[src/rtl/tmr_pkg.sv]
package tmr_pkg;
    typedef enum logic [1:0] {
        ST_IDLE  = 2'd0,
        ST_ARMED = 2'd1,
        ST_CALC  = 2'd2
    } tmr_state_e;
endpackage

[src/rtl/tmr_bytemerge.sv]
module tmr_bytemerge #(
    parameter int W = 32
) (
    input  logic [W-1:0]   old_val,
    input  logic [W-1:0]   wr_val,
    input  logic [W/8-1:0] wr_strb,
    output logic [W-1:0]   merged
);
    localparam int NB = W / 8;

    for (genvar b = 0; b < NB; b++) begin : g_byte
        assign merged[8*b +: 8] = wr_strb[b] ? wr_val[8*b +: 8] : old_val[8*b +: 8];
    end
endmodule

[src/rtl/tmr_divrem.sv]
module tmr_divrem #(
    parameter int W = 32
) (
    input  logic         clk,
    input  logic         rst_n,
    input  logic         start,
    input  logic [W-1:0] dividend,
    input  logic [W-1:0] divisor,
    output logic         done,
    output logic [W-1:0] rem
);
    localparam int CW = $clog2(W + 1);

    logic [W:0]    acc_q;
    logic [W-1:0]  dvd_q;
    logic [W-1:0]  dvs_q;
    logic [CW-1:0] step_q;
    logic          run_q;
    logic          done_q;
    logic [W:0]    trial;

    // restoring step: shift one dividend bit in, subtract if it fits
    assign trial = {acc_q[W-1:0], dvd_q[W-1]};

    always_ff @(posedge clk) begin
        if (!rst_n) begin
            acc_q  <= '0;
            dvd_q  <= '0;
            dvs_q  <= '0;
            step_q <= '0;
            run_q  <= 1'b0;
            done_q <= 1'b0;
        end else begin
            done_q <= 1'b0;
            if (start) begin
                acc_q  <= '0;
                dvd_q  <= dividend;
                dvs_q  <= divisor;
                step_q <= CW'(W);
                run_q  <= 1'b1;
            end else if (run_q) begin
                acc_q  <= (trial >= {1'b0, dvs_q}) ? trial - {1'b0, dvs_q} : trial;
                dvd_q  <= dvd_q << 1;
                step_q <= step_q - 1'b1;
                if (step_q == CW'(1)) begin
                    run_q  <= 1'b0;
                    done_q <= 1'b1;
                end
            end
        end
    end

    assign done = done_q;
    assign rem  = acc_q[W-1:0];
endmodule

[src/rtl/tmr_channel.sv]
module tmr_channel
    import tmr_pkg::*;
#(
    parameter int W = 32
) (
    input  logic           clk,
    input  logic           rst_n,
    input  logic           count_run,
    input  logic [W-1:0]   count_val,
    input  logic           cfg_we,
    input  logic           cfg_periodic,
    input  logic           cfg_valset,
    input  logic           cmp_we,
    input  logic [W-1:0]   cmp_wdata,
    input  logic [W/8-1:0] cmp_wstrb,
    output logic           fire,
    output logic [W-1:0]   cmp_value,
    output logic [W-1:0]   period_value,
    output logic           periodic_mode,
    output logic           valset_armed,
    output logic           reload_busy
);
    tmr_state_e state_q, state_d;

    logic [W-1:0] cmp_q, per_q, base_q;
    logic         mode_q, vs_q, run_q;
    logic [W-1:0] mrg_cmp, mrg_per;
    logic [W-1:0] nxt_cmp, nxt_per;
    logic         nxt_mode, nxt_vs;
    logic         chg, rearm, nxt_eff, hit;
    logic         div_go, div_done, load_tgt;
    logic [W-1:0] div_dvd, div_rem, tgt;

    tmr_bytemerge #(.W(W)) u_mrg_cmp (
        .old_val(cmp_q), .wr_val(cmp_wdata), .wr_strb(cmp_wstrb), .merged(mrg_cmp)
    );

    tmr_bytemerge #(.W(W)) u_mrg_per (
        .old_val(per_q), .wr_val(cmp_wdata), .wr_strb(cmp_wstrb), .merged(mrg_per)
    );

    // register write semantics
    always_comb begin
        nxt_cmp  = cmp_q;
        nxt_per  = per_q;
        nxt_mode = mode_q;
        nxt_vs   = vs_q;
        if (cfg_we) begin
            nxt_mode = cfg_periodic;
            nxt_vs   = cfg_valset;
        end
        if (cmp_we) begin
            if (mode_q) begin
                nxt_per = mrg_per;
                if (vs_q) nxt_cmp = mrg_per;
            end else begin
                nxt_cmp = mrg_cmp;
            end
            nxt_vs = 1'b0;
        end
        if (!nxt_mode) nxt_per = '0;
    end

    assign chg     = cmp_we && ((nxt_cmp != cmp_q) || (nxt_per != per_q));
    assign rearm   = count_run && (chg || !run_q);
    assign nxt_eff = nxt_mode && (nxt_per != '0);
    assign hit     = count_run && (state_q == ST_ARMED) && (count_val == cmp_q);
    assign div_dvd = count_val - nxt_cmp;
    assign tgt     = base_q - div_rem + nxt_per;

    tmr_divrem #(.W(W)) u_div (
        .clk(clk), .rst_n(rst_n), .start(div_go),
        .dividend(div_dvd), .divisor(nxt_per),
        .done(div_done), .rem(div_rem)
    );

    // next-state logic
    always_comb begin
        state_d  = state_q;
        div_go   = 1'b0;
        load_tgt = 1'b0;
        if (!count_run) begin
            state_d = ST_IDLE;
        end else if (rearm) begin
            state_d = nxt_eff ? ST_CALC : ST_ARMED;
            div_go  = nxt_eff;
        end else begin
            unique case (state_q)
                ST_IDLE:  state_d = ST_IDLE;
                ST_ARMED: begin
                    if (hit) begin
                        state_d = nxt_eff ? ST_CALC : ST_IDLE;
                        div_go  = nxt_eff;
                    end
                end
                ST_CALC: begin
                    if (!nxt_eff) begin
                        state_d = ST_ARMED;
                    end else if (div_done) begin
                        state_d  = ST_ARMED;
                        load_tgt = 1'b1;
                    end
                end
                default: state_d = ST_IDLE;
            endcase
        end
    end

    // state register
    always_ff @(posedge clk) begin
        if (!rst_n) state_q <= ST_IDLE;
        else        state_q <= state_d;
    end

    // channel registers
    always_ff @(posedge clk) begin
        if (!rst_n) begin
            cmp_q  <= '1;
            per_q  <= '0;
            mode_q <= 1'b0;
            vs_q   <= 1'b0;
            run_q  <= 1'b0;
            base_q <= '0;
        end else begin
            cmp_q  <= load_tgt ? tgt : nxt_cmp;
            per_q  <= nxt_per;
            mode_q <= nxt_mode;
            vs_q   <= nxt_vs;
            run_q  <= count_run;
            if (div_go) base_q <= count_val;
        end
    end

    // outputs
    always_comb begin
        fire          = hit;
        reload_busy   = (state_q == ST_CALC);
        cmp_value     = cmp_q;
        period_value  = per_q;
        periodic_mode = mode_q;
        valset_armed  = vs_q;
    end
endmodule

[config.mk]
export PLATFORM = sky130hd
export DESIGN_NAME = tmr_channel
export DESIGN_NICKNAME = d
export VERILOG_FILES = /design/src/rtl/tmr_pkg.sv /design/src/rtl/tmr_bytemerge.sv /design/src/rtl/tmr_divrem.sv /design/src/rtl/tmr_channel.sv
export SDC_FILE = /design/constraint.sdc
export NUM_CORES = 1
export LEC_CHECK = 0
export BUFFER_PORTS_ARGS = -buffer_cell sky130_fd_sc_hd__buf_2
export CAP_MARGIN = 5
export CORE_UTILIZATION = 45
export CTS_CLUSTER_SIZE = 16
export DETAILED_ROUTE_END_ITERATION = 8
export PLACE_DENSITY = 0.65
export SYNTH_ARGS = -nofsm -noshare
export SYNTH_HDL_FRONTEND = slang
export SYNTH_SLANG_ARGS = --single-unit
[constraint.sdc]
create_clock -name clk -period 5 [get_ports clk]
set_clock_uncertainty 0.2 [all_clocks]
set_input_delay 1 -clock clk [delete_from_list [all_inputs] [get_ports clk]]
set_output_delay 1 -clock clk [all_outputs]
set_load 0.1 [all_outputs]
Word level (Yosys, flattened, before mapping)
Index checks and enable logic that the tools add are counted.
Word-level totals
  register bits: 205
  bits in latches: 0
  bits in writable memories: 0
  bits in read-only memories: 0
  input port bits: 75
  output and inout port bits: 68
  logic and storage cells: 86
  memories: 0
Operators by class
  $add $sub $neg: 5
  multiply operators: 0
  divide/modulo/power cells: 0
  $lt $le $gt $ge: 1
  equal/unequal tests: 8
  shifts and indexed selects: 0
  multiplexer cells: 41
  bitwise gates (word level): 2
  reduce and logical (&&, ||, !) cells: 15
Operator list (count)
  $mux 32: 10
  $sub 32x32->32: 3
  $mux 8: 8
  $ne 32x32->1: 2
  $ge 33x32->1: 1
  $add 32x32->32: 1
  $eq 32x32->1: 1
  $reduce_bool 32->1: 1
  $mux 1: 14
  $mux 2: 6
  $mux 6: 2
  $eq 6x1->1 const B: 1
  $sub 6x1->6 const B: 1
  $logic_and 1x1->1: 5
  $ne 4x3->1 const B: 1
  $pmux 2 s2: 1
  $reduce_and 2->1: 2
  $reduce_or 2->1: 2
  $ne 3x3->1 const B: 1
  $reduce_or 3->1: 1
  $eq 2x1->1 const B: 1
  $eq 2x2->1 const B: 1
  $logic_or 1x1->1: 2
  $not 1->1: 2
  other kinds (2): 2

Longest topological paths before layout
  word-level depth: 12
  mapped depth: 21
  gate-level depth less buffers: 18

By module
Synthesis repeated with hierarchy kept, for this count alone.
Unflattened totals
  cell total of the unflattened synthesis: 2288
  area, all modules: 18352.6 µm²
By module, submodules not included
  tmr_channel: instances 1, cells an instance 1431, area each 10782.8 µm², sequential area each 2021.9 µm²
  tmr_divrem: instances 1, cells an instance 785, area each 6518.8 µm², sequential area each 2082.0 µm²
  tmr_bytemerge: instances 2, cells an instance 36, area each 525.5 µm², sequential area each 0.0 µm²

Worst setup path before layout
Ideal clock, no wire load.
  kind: register to register
  from: register mode_q, in the netlist periodic_mode
  to: register u_div.dvd_q[18]
  library setup time: 103 ps
  arrival: 5237 ps
  required time: 4697 ps
  slack: -540 ps
  stages on the path, launching flop included: 20
  buffers on the path: 5
  period minus slack after synthesis: 5540 ps
  cell sequence: dfxtp_1 -> buf_6 -> buf_2 -> buf_2 -> clkbuf_1 -> buf_1 -> nand3_1 -> a21oi_1 -> a221oi_1 -> fa_1 -> a21o_1 -> a221o_1 -> a211oi_1 -> nor3_1 -> or2_1 -> a221o_1 -> a21o_1 -> a21oi_1 -> nor3b_1 -> a2111oi_2
On the way
  word-level cells in the longest chain between the ends: 11
  elaborated cells between the ends (all ways): 21
  those cells by class: add/sub: 1; eq/ne: 2; mux: 11; reduce/logical: 7
RTL lines
  start: declaration: RTL line tmr_channel.sv:26  | logic mode_q, vs_q, run_q;
  start signal: assignment: RTL line tmr_channel.sv:127  | mode_q <= nxt_mode;
  $mux 32: RTL line tmr_channel.sv:53  | if (mode_q) begin
  $mux 32: RTL line tmr_channel.sv:52  | if (cmp_we) begin
  $mux 32: RTL line tmr_channel.sv:61  | if (!nxt_mode) nxt_per = '0;
  $ne 32x32->1: RTL line tmr_channel.sv:64  | assign chg = cmp_we && ((nxt_cmp != cmp_q) || (nxt_per != per_q));
  $logic_or 1x1->1: RTL line tmr_channel.sv:64
  $logic_and 1x1->1: RTL line tmr_channel.sv:64
  $logic_or 1x1->1: RTL line tmr_channel.sv:65  | assign rearm = count_run && (chg || !run_q);
  $logic_and 1x1->1: RTL line tmr_channel.sv:65
  $mux 1: RTL line tmr_channel.sv:84  | end else if (rearm) begin
  $mux 1: RTL line tmr_channel.sv:82  | if (!count_run) begin
  $mux 32 / $reduce_bool 2->1 (equally long branches)
  end signal: assignment: RTL line tmr_divrem.sv:37  | dvd_q <= dividend;
  end signal: assignment: RTL line tmr_divrem.sv:43  | dvd_q <= dvd_q << 1;
  end: declaration: RTL line tmr_divrem.sv:15  | logic [W-1:0] dvd_q;
Parallel ways exist; a longest one is shown, timed or not.
A chain may end at the register's enable or synchronous reset.

Worst setup path after layout
  from: input cfg_we
  to: register u_div.dvd_q[22]
On the way
  word-level cells in the longest chain between the ends: 10
  elaborated cells between the ends (all ways): 15
  those cells by class: eq/ne: 1; mux: 7; reduce/logical: 7
RTL lines
  start: declaration: RTL line tmr_channel.sv:10  | input logic cfg_we,
  $mux 1 (*): RTL line tmr_channel.sv:48  | if (cfg_we) begin
  $mux 32: RTL line tmr_channel.sv:61
  $ne 32x32->1: RTL line tmr_channel.sv:64
  $logic_or 1x1->1: RTL line tmr_channel.sv:64
  $logic_and 1x1->1: RTL line tmr_channel.sv:64
  $logic_or 1x1->1: RTL line tmr_channel.sv:65
  $logic_and 1x1->1: RTL line tmr_channel.sv:65
  $mux 1 (*): RTL line tmr_channel.sv:84
  $mux 1 (*): RTL line tmr_channel.sv:82
  $mux 32 / $reduce_bool 2->1 (equally long branches)
Every way passes the cells marked *; elsewhere a longest branch is shown, timed or not.

==> results.md <==
* Status: finished, final reports clean
* Post-detailed-routing wire length at 76.65 mm
* CTS tree: done
* Register area share after synthesis at 23.48%
* Clock sink total at approximately 210
* Total Nets Final at 2849
* Slew Limit Fails at 0
* Synth unique cells at a little under 90
* Via density at 5.967
* Input/output buffers at about 140
* P per Cell Area at around 340 nW/um2
* Crit Path Max Fanout at 25
* Commonest cells after routing, fill and taps aside: buf_4, nor2_1, inv_1
* H-tree levels at 1
* Leakage power at 9.859 nW
* Synthesized area at around 17000 um2
* R2R setup slack at 0.25 ns
* Hold endpoint: u_div.step_q[0]
* Crit path kind: input pin to flop
* Final setup violation count at 0
* Num CTS Buffers at 23
* DR WL/cell at roughly 24 um
* RSZ-0062 raised after global routing: false
* Cell Area, Placed at 20800 um2
* Antenna violations before repair at 0
* Fmax at 0.2066 GHz
* Share of layout cells above drive strength 1 at roughly 21%
* Synthesized Nets at 2493
* DRT antenna net count at 0
* Max_cap viols at 0
* Core Box Area at 37930 um2
* Post-synth EDFFs at 0
* Placed Cells at 3128
* Worst Setup Start Kind: input pin
* Reg2Reg Depth at 17
* Max clock buf depth at 3
* Relative slew slack at 20.77%
* First-pass GRT wire length at ~110 mm
* R2R Path End: u_div.dvd_q[31]
* FF-to-FF Start: periodic_mode
* Minimum clock period at 4.840 ns
* Hold Path Class: flop to flop
* Post-route cell area at 21630 um2
* Rows at 71
* Clk slew on worst S/H paths at 0.06 ns
* Hold_ws at roughly 0.3 ns
* Synthesis Warnings at 0
* Final std cells w/o fill at 3169
* Main synth FF type: dfxtp_1
* Critical Path RT at around 5.2 ns
* Maximum vdd drop at between 0.8 and 0.9 mV
* Root Buffer: clkbuf_16
* Number of setup buffers added after CTS at 0
* Hold Fails Final Rpt at 0
* Hold Path Depth at 2
* CP arrival at between 5 and 6 ns
* GRT Resource Usage Total at 38.31%
* Worst skew pair latency at 0.52 ns
* Die Width at 199.1 um
* Top Ports at 143
* Worst slack at placement at -0.3610 ns
* Grt ovf at 0
* Vias post-DR at roughly 19k
* Worst Tran Pin Value at 1.178 ns
* Area delta synth->final at 23.74%
* Vias in the first global route at 17.91k
* Most common library cell in the layout ignoring fill and taps: buf_4
* Async S/R FF share, synth at 0%
* Ant diodes at 0
* Syn Inst Count at 2286
* Initial Utilization at 46.09%
* Die Y at 199.1 um
* Drc violations at 0
* Die area at 39640 um2
* #FFs+latches synth at 205
* DRT Pass-1 Iters at 7
* DP Wirelength at 62.09 mm
* Worst Min Path Start: u_div.step_q[0]
* Largest net degree at the start of global routing at 62
* Worst Setup SP: cfg_we
* Fin crit share at between 90% and 100%
* Crit path capture type: flop
* Post-CTS Hold Buffers at 0
* Final WS setup at 0.1601 ns
* Syn Area/Cell at about 7.6 um2
* Final GP Congestion at 1.079
* DR iter-0 viols at approximately 1.9k
==> report_power, final <==
part / leakage, nW / switching, W / internal, W
Clock: 0.399 / 0.000718 / 0.00110
Sequential: 1.67 / 0.000166 / 0.00174
Combinational: 7.79 / 0.00206 / 0.00150
==> area by class of cell <==
type	count	area, um2
fill	3641	16300
multi-input combinational	1747	12080
sequential	205	4110
timing repair buffer	456	3211
inverter	209	787.0
clock buffer	32	679.4
tap	511	639.4
clock inverter	9	130.1
==> stage by stage <==
stage	utilization, %	total power [W]	setup TNS, ns
2_1_floorplan	-	0.004278	-0.2339
3_3_place_gp	54.83	0.005356	-35.55
3_5_place_dp	54.83	0.005407	-30.00
4_1_cts	56.97	0.007233	0
5_1_grt	57.03	0.007700	0
6_report	57.03	0.007285	0
==> critical path: stages <==
cell,delay (ns)
buf_2,0.15
buf_4,0.15
mux2_2,0.29
buf_4,0.29
o21ai_0,0.13
and2_1,0.17
a2111oi_0,0.51
buf_4,0.20
nand4_1,0.08
nor4_1,0.57
buf_4,0.21
a32oi_1,0.09
buf_4,0.17
o21ai_4,0.19
buf_12,0.19
buf_12,0.19
buf_4,0.14
nor2_1,0.04
a211oi_1,0.25
==> sequential cells by signal (all words and copies together), names as in the netlist <==
name and flops:
base_q 32, cmp_value 32, period_value 32, u_div.acc_q 32, u_div.dvd_q 32, u_div.dvs_q 32, u_div.step_q 6, state_q 2
periodic_mode 1, run_q 1, u_div.done 1, u_div.run_q 1, valset_armed 1
==> what timing repair did <==
action / 4_1_cts / 5_1_grt
gates resized for setup: 0 / 7
endpoints found under the hold margin: 0 / 0
setup endpoints to repair: 0 / 11
==> worst max-delay path by stage <==
stage	depth (start not counted)	endpoint	slack, ns
floorplan	19	u_div.dvd_q[18]	-0.20
global placement	19	cmp_value[28]	-0.35
detailed placement	19	cmp_value[28]	-0.36
CTS	19	u_div.dvd_q[18]	0.16
global route	18	cmp_value[28]	0.007
finish	19	u_div.dvd_q[22]	0.16
==> per-layer routing <==
metal	up-vias	GRT usage [%]	wire length, um
li1	8835	-	-
met1	8923	52.25	33320
met4	0	20.60	4433
met5	-	0	0
met2	959	58.64	32350
met3	192	4.895	6556
==> cells by family after synthesis <==
logic type,count (synthesis),share of synthesized area [%]
flops,205,23.48
mux,134,7.787
compound gates,600,22.97
buf+inv,334,7.844
simple gates,755,20.75
fa+ha+maj,132,10.86
xor+xnor,126,6.313
==> Yosys cell counts (all sizes together) (16+ instances only) <==
cell      n  area (um2)
a211oi   42       315.3
a21o     36       270.3
a21oi   145       725.7
a311oi   18       157.7
a31oi    26       162.7
and2     33       206.4
and3     20       125.1
buf      56       327.8
clkbuf   69       259.0
dfxtp   205        4104
fa       33       660.6
ha       99        1239
inv     207       777.0
mux2i   121        1215
nand2   159       596.8
nand2b   45       284.0
nand3    56       290.3
nand4    21       131.4
nor2    272        1021
nor2b    28       182.7
nor3     39       195.2
nor4     26       168.9
o211ai   16       120.1
o21a     16       120.1
o21ai   125       629.3
o22ai    17       106.4
xnor2    62       543.0
xor2     64       560.5
(Power assumes the default switching activity.)
